### config.mk
export PLATFORM = sky130hd
export DESIGN_NAME = acc_slice_unit
export DESIGN_NICKNAME = d
export VERILOG_FILES = /design/src/rtl/acc_pkg.sv /design/src/rtl/acc_bit_stage.sv /design/src/rtl/acc_jk_cell.sv /design/src/rtl/acc_ext_ctrl.sv /design/src/rtl/acc_slice_unit.sv
export SDC_FILE = /design/constraint.sdc
export NUM_CORES = 1
export LEC_CHECK = 0
export CAP_MARGIN = 30
export CORE_UTILIZATION = 48
export DETAILED_ROUTE_END_ITERATION = 10
export PLACE_DENSITY = 0.85
export SLEW_MARGIN = 20
export SYNTH_ARGS = -nofsm -noshare
export SYNTH_HDL_FRONTEND = slang
export SYNTH_SLANG_ARGS = --single-unit
### constraint.sdc
create_clock -name clk -period 2.3 [get_ports clk]
set_clock_uncertainty 0.15 [all_clocks]
set_input_delay 0.575 -clock clk [delete_from_list [all_inputs] [get_ports clk]]
set_output_delay 0.575 -clock clk [all_outputs]
set_load 0.1 [all_outputs]
### src/rtl/acc_pkg.sv
package acc_pkg;

  localparam int ACC_W  = 16;
  localparam int INP_W  = 8;
  localparam int OP_CNT = 7;

  // One field per operation line; at most one is expected high.
  typedef struct packed {
    logic f_and;
    logic f_add;
    logic f_xfer;
    logic f_inp;
    logic f_cpl;
    logic f_shr;
    logic f_shl;
  } op_sel_t;

endpackage

### src/rtl/acc_bit_stage.sv
// Combinational part of one slice: full adder and operation selection.
module acc_bit_stage
  import acc_pkg::*;
(
  input  op_sel_t ops,
  input  logic    acc_self,
  input  logic    acc_up,
  input  logic    acc_dn,
  input  logic    dr_bit,
  input  logic    inp_bit,
  input  logic    c_in,
  output logic    c_out,
  output logic    sel_bit
);

  logic sum_bit;
  logic [OP_CNT-1:0] terms;

  always_comb begin
    sum_bit = acc_self ^ dr_bit ^ c_in;
    c_out   = (acc_self & dr_bit) | (c_in & (acc_self ^ dr_bit));
  end

  always_comb begin
    terms[0] = ops.f_and  & acc_self & dr_bit;
    terms[1] = ops.f_add  & sum_bit;
    terms[2] = ops.f_xfer & dr_bit;
    terms[3] = ops.f_inp  & inp_bit;
    terms[4] = ops.f_cpl  & ~acc_self;
    terms[5] = ops.f_shr  & acc_up;
    terms[6] = ops.f_shl  & acc_dn;
    sel_bit  = |terms;
  end

endmodule

### src/rtl/acc_jk_cell.sv
// JK storage cell; J/K derived from the selected bit under load.
module acc_jk_cell (
  input  logic clk,
  input  logic rst_n,
  input  logic ld,
  input  logic d,
  output logic q
);

  logic j_in, k_in, q_nxt;

  always_comb begin
    j_in  = ld & d;
    k_in  = ld & ~d;
    q_nxt = (j_in & ~q) | (~k_in & q);
  end

  always_ff @(posedge clk or negedge rst_n) begin
    if (!rst_n) q <= 1'b0;
    else        q <= q_nxt;
  end

endmodule

### src/rtl/acc_ext_ctrl.sv
// Extend bit: end carry on add, exiting bit on shifts, hold otherwise.
module acc_ext_ctrl (
  input  logic clk,
  input  logic rst_n,
  input  logic ld,
  input  logic sel_add,
  input  logic sel_shr,
  input  logic sel_shl,
  input  logic carry_top,
  input  logic acc_lsb,
  input  logic acc_msb,
  output logic e_q
);

  logic e_en, e_nxt;

  always_comb begin
    e_en  = ld & (sel_add | sel_shr | sel_shl);
    e_nxt = e_q;
    if (e_en) begin
      if (sel_add)      e_nxt = carry_top;
      else if (sel_shr) e_nxt = acc_lsb;
      else              e_nxt = acc_msb;
    end
  end

  always_ff @(posedge clk or negedge rst_n) begin
    if (!rst_n) e_q <= 1'b0;
    else        e_q <= e_nxt;
  end

endmodule

### src/rtl/acc_slice_unit.sv
module acc_slice_unit
  import acc_pkg::*;
#(
  parameter int W     = ACC_W,
  parameter int IN_W  = INP_W
) (
  input  logic         clk,
  input  logic         rst_n,
  input  logic         load_en,
  input  logic         op_and,
  input  logic         op_add,
  input  logic         op_xfer,
  input  logic         op_inp,
  input  logic         op_cpl,
  input  logic         op_shr,
  input  logic         op_shl,
  input  logic         carry_in,
  input  logic [W-1:0] dr_in,
  input  logic [IN_W-1:0] inp_in,
  output logic [W-1:0] acc_out,
  output logic         ext_out
);

  localparam int TOP = W - 1;

  // Reset: asserted asynchronously, released on the clock.
  logic [1:0] rst_pipe;
  logic       rst_sync_n;

  always_ff @(posedge clk or negedge rst_n) begin
    if (!rst_n) rst_pipe <= 2'b00;
    else        rst_pipe <= {rst_pipe[0], 1'b1};
  end
  assign rst_sync_n = rst_pipe[1];

  op_sel_t          ops;
  logic [W:0]       carry;
  logic [W-1:0]     sel;
  logic [W-1:0]     inp_w;
  logic [W-1:0]     acc_q;
  logic             e_q;

  always_comb begin
    ops = '{f_and: op_and, f_add: op_add, f_xfer: op_xfer, f_inp: op_inp,
            f_cpl: op_cpl, f_shr: op_shr, f_shl: op_shl};
  end

  assign carry[0] = carry_in;

  for (genvar i = 0; i < W; i++) begin : g_slice
    logic up_nb, dn_nb;

    if (i < IN_W) begin : g_inp
      assign inp_w[i] = inp_in[i];
    end else begin : g_noinp
      assign inp_w[i] = 1'b0;
    end

    if (i == TOP) begin : g_up_end
      assign up_nb = e_q;
    end else begin : g_up_mid
      assign up_nb = acc_q[i+1];
    end

    if (i == 0) begin : g_dn_end
      assign dn_nb = e_q;
    end else begin : g_dn_mid
      assign dn_nb = acc_q[i-1];
    end

    acc_bit_stage u_stage (
      .ops      (ops),
      .acc_self (acc_q[i]),
      .acc_up   (up_nb),
      .acc_dn   (dn_nb),
      .dr_bit   (dr_in[i]),
      .inp_bit  (inp_w[i]),
      .c_in     (carry[i]),
      .c_out    (carry[i+1]),
      .sel_bit  (sel[i])
    );

    acc_jk_cell u_cell (
      .clk   (clk),
      .rst_n (rst_sync_n),
      .ld    (load_en),
      .d     (sel[i]),
      .q     (acc_q[i])
    );
  end

  acc_ext_ctrl u_ext (
    .clk       (clk),
    .rst_n     (rst_sync_n),
    .ld        (load_en),
    .sel_add   (op_add),
    .sel_shr   (op_shr),
    .sel_shl   (op_shl),
    .carry_top (carry[W]),
    .acc_lsb   (acc_q[0]),
    .acc_msb   (acc_q[TOP]),
    .e_q       (e_q)
  );

  assign acc_out = acc_q;
  assign ext_out = e_q;

endmodule

# == Yosys cells after proc, flatten, opt, wreduce, memory -nomap -nowiden ==
# Index checks and enable logic that the tools add are counted.
# word_totals
in_bits,35
register_bits,19
elab_cells,367
# op_classes
bitwise_logic,331
reduce_logical,16
mux,2
# ops
op,count
$and 1x1->1,217
$reduce_or 7->1,8
$not 1->1,48
$reduce_or 6->1,8
$or 1x1->1,34
$xor 1x1->1,32
$mux 1,2

# == Logic depth before layout (Yosys ltp) ==
# Gate-level depths: netlist (run 1).
# depth
word_depth,39
depth_mapped,23

# == Hierarchy ==
# From an unflattened synthesis (run 1), not the netlist that was laid out.
# hier_totals
hier_cells,218
hier_area_um2,1985.7
# by_module_without_submodules
module,cells_each,instances,area_each_um2
acc_bit_stage,10,16,68.8
acc_jk_cell,2,16,40.0
acc_slice_unit,20,1,177.7
acc_ext_ctrl,6,1,66.3

# == Worst setup path before layout (run 1) ==
# Ideal clock, no wire load.
# synth_path
path_type,input-to-reg
start,input carry_in
end,register with a tool-made name
path_slack_ps,-5336
required_ps,2032
setup_ps,118
t_arrival_ps,7368
cell_stages,23
path_buffers,0
cell_sequence,inv_1 fa_1 fa_1 fa_1 fa_1 fa_1 fa_1 fa_1 fa_1 fa_1 inv_1 fa_1 inv_1 fa_1 fa_1 fa_1 fa_1 fa_1 inv_1 fa_1 a222oi_1 o211ai_1 a21o_1
# synth_rtl
item,line_no,rtl
start: declaration,acc_slice_unit.sv:17,"input logic carry_in,"

==> run summary, run 1 <==
DRC - 0
Max clock buf depth - 2
Largest net degree at the start of global routing - 19
CP required - 2.31 ns
Worst-Margin Slew - 0.787 ns
Most used DFF post-synth - dfrtp_1
Synth Net Count - 257
GRT Residual Overflow - 0
Routed Antenna Nets - 0
Core Area - 3720 µm²
Synth top cells by count - inv_1, nand2_1, dfrtp_1
Synth top area share - 25.3%
Register area share after synthesis - 25.3%
Clock sinks - 19
Clock slew at reported path FFs - 0.08 ns
Post-synth ARST share - 100%
Crit path launch type - flop
Mapped Avg Cell Area - 9.13 µm²
R2R Setup Slk - -4.79 ns
Setup_tns - -36.31 ns
First-pass GRT wire length - 9320 µm
Initial DRC count - 201
Hold slack final - 0.181 ns
Setup slack after layout - -4.79 ns
Endpoints failing hold - 0
Critical path type - reg -> reg
P&R area growth vs syn - 55.3%
Layout cell share with drive strength beyond 1 - 39.4%
Die width - 64.6 µm
Fin crit share - 308%
Slew Viols, Final - 0
Fin nets - 331
Worst relative slew slack - 47.5%
Status - complete, but fails checks
FP Rows - 22
Die ar. - 4170 µm²
Post-synthesis instance total - 206
Finish-stage setup viols - 15
CTS buffer count - 3
Final core occ - 78.6%
Failing checks - negative setup slack
CP arrival - 7.10 ns
Fin cells - 327
Pwr dens - 679 nW/µm²
Fin crit period - 7.09 ns
Worst hold path type - reg -> async
Antenna diodes - 0
Height of the die - 64.6 µm
Yosys cell types - 33
Yosys warnings - 0
EDFF count, synth - 0
Slowest cell delay on critical path - 0.42 ns
Most numerous cell in the Yosys netlist - inv_1
Maximum vdd drop - 0.400 mV
CTS Root Cell - clkbuf_8
Critical Path Sink Type - flop
Initial Utilization - 50.6%
Inst Count DP - 321
Post-DP HPWL - 4270 µm
Clk_lat worst skew - 0.26 ns
Largest area contributor in the netlist - dfrtp_1
RSZ-0062 raised after global routing - true
Leading post-synthesis cells by cell area - dfrtp_1, fa_1, inv_1, buf_4, nand2_1
Vias in the first global route - 1984
R2r worst-path depth - 23
Crit path max fanout - 2
Initial antenna violation count - 0
Worst Path Buf+Inv - 4
Gr usage total - 29.8%
Vias - 1936
Drt first pass iters - 6
Delay-heaviest family, CP - adder cells
Io pins - 52
Placer Congestion - 0.867
Post-Syn Area - 1880 µm²
#FFs+latches synth - 19
DRT Wirelength - 5860 µm
TritonCTS clock tree - done
Crit path cell chain - inv_2 -> fa_2 -> fa_2 -> fa_2 -> fa_2 -> fa_2 -> fa_2 -> fa_2 -> fa_2 -> fa_2 -> inv_2 -> fa_2 -> inv_2 -> fa_2 -> fa_2 -> fa_2 -> fa_2 -> fa_2 -> inv_2 -> fa_2 -> a222oi_1 -> o211ai_1 -> a21o_1
Wire length per cell - 17.9 µm
# port buffers - 51
Via-to-Cell Ratio - 5.92
Max_cap viols - 0
Leakage power - 1.38 nW
Crit-path slowest cell - fa_2
Fmax - 141 MHz
H-tree Lvls - 1
Cell mode on critical path - fa_2
## report_power, final
group | internal [W] | switching (W) | total [W] | leakage (nW)
Combinational | 0.000557 | 0.000748 | 0.00130 | 1.15
Clock | 0.000124 | 0.000125 | 0.000249 | 0.0228
Sequential | 0.000383 | 0.0000462 | 0.000429 | 0.204
## how the worst max path moves through the flow
stage	from	endpoint	slack [ns]	cells past startpoint
after floorplan	dr_in[0]	flop	-4.69	23
after global placement	dr_in[0]	flop	-5.41	24
after detailed placement	dr_in[0]	flop	-5.57	24
after CTS	flop	flop	-4.78	23
after global routing	flop	flop	-5.04	23
final	flop	flop	-4.79	23
## cell usage in the layout, fill, tap and decap left out, types with 2 or more instances in the layout
cell type | synthesis | routed
a21boi_0 | 4 | 4
a21o_1 | 4 | 4
a21oi_1 | 7 | 7
a221o_1 | 5 | 5
a222oi_1 | 5 | 5
a22o_2 | 2 | 2
a22oi_1 | 11 | 10
a22oi_2 | 1 | 2
buf_12 | 0 | 16
buf_4 | 16 | 47
clkbuf_8 | 0 | 3
clkdlybuf4s50_1 | 0 | 32
dfrtp_1 | 19 | 19
fa_2 | 0 | 16
inv_1 | 34 | 28
inv_2 | 1 | 6
mux2i_1 | 6 | 6
nand2_1 | 28 | 28
nand2b_1 | 3 | 3
o211ai_1 | 7 | 7
o21ai_1 | 0 | 2
o21ai_2 | 0 | 2
o221a_4 | 0 | 4
o22ai_1 | 5 | 2
o22ai_2 | 1 | 4
## metal layers
layer	vias up	GRT usage (%)	wire [µm]
met2	132	48.9	3020
met5	-	0	0
met3	15	4.05	462
met1	937	38.2	2250
met4	0	15.3	134
li1	852	-	-
## per-stage QoR
step	cell area (µm²)	power, W	setup slack [ns]
finish	2920	0.00198	-4.79
global route	2920	0.00208	-5.04
CTS	2890	0.00195	-4.78
detailed placement	2790	0.00166	-5.57
global placement	2790	0.00163	-5.41
floorplan	1940	0.00123	-4.69
## final cells by class
| type | instances | area [µm²] |
|---|---|---|
| clock buffer | 4 | 45.0 |
| tap | 48 | 60.1 |
| multi-input combinational | 124 | 1190 |
| fill | 215 | 796 |
| timing repair buffer | 97 | 1010 |
| sequential | 19 | 475 |
| inverter | 35 | 139 |
## repair_timing
item,in CTS,in global routing
endpoints found under the hold margin,0,0
cloned,0,0
setup buffers,1,1
hold buffers,0,0
resized for setup,19,5
setup endpoints to repair,16,15
pin swaps,4,0
## cell families after synthesis
logic type	Yosys count	share of synthesized area, %
buf+inv	63	18.0
mux	7	3.79
compound gates	67	28.4
fa+ha+maj	16	17.0
other cells	1	0.199
simple gates	33	7.25
flops	19	25.3
No activity file was read; power rests on OpenSTA's default activity.
==> inputs of run 2 (changes only) <==
--- a/config.mk
+++ b/config.mk
@@ -8,6 +8,7 @@
 export CAP_MARGIN = 30
 export CORE_UTILIZATION = 48
 export DETAILED_ROUTE_END_ITERATION = 10
+export HOLD_SLACK_MARGIN = 0.12
 export PLACE_DENSITY = 0.85
 export SLEW_MARGIN = 20
 export SYNTH_ARGS = -nofsm -noshare
==> results of run 2 <==
The final DEF is identical to that of run 1; final timing and power are the same.
==> inputs of run 3 (changes only) <==
--- a/config.mk
+++ b/config.mk
@@ -10,7 +10,6 @@
 export DETAILED_ROUTE_END_ITERATION = 10
 export HOLD_SLACK_MARGIN = 0.12
 export PLACE_DENSITY = 0.85
-export SLEW_MARGIN = 20
 export SYNTH_ARGS = -nofsm -noshare
 export SYNTH_HDL_FRONTEND = slang
 export SYNTH_SLANG_ARGS = --single-unit
==> results of run 3 <==
The final DEF is identical to that of run 1; final timing and power are the same.
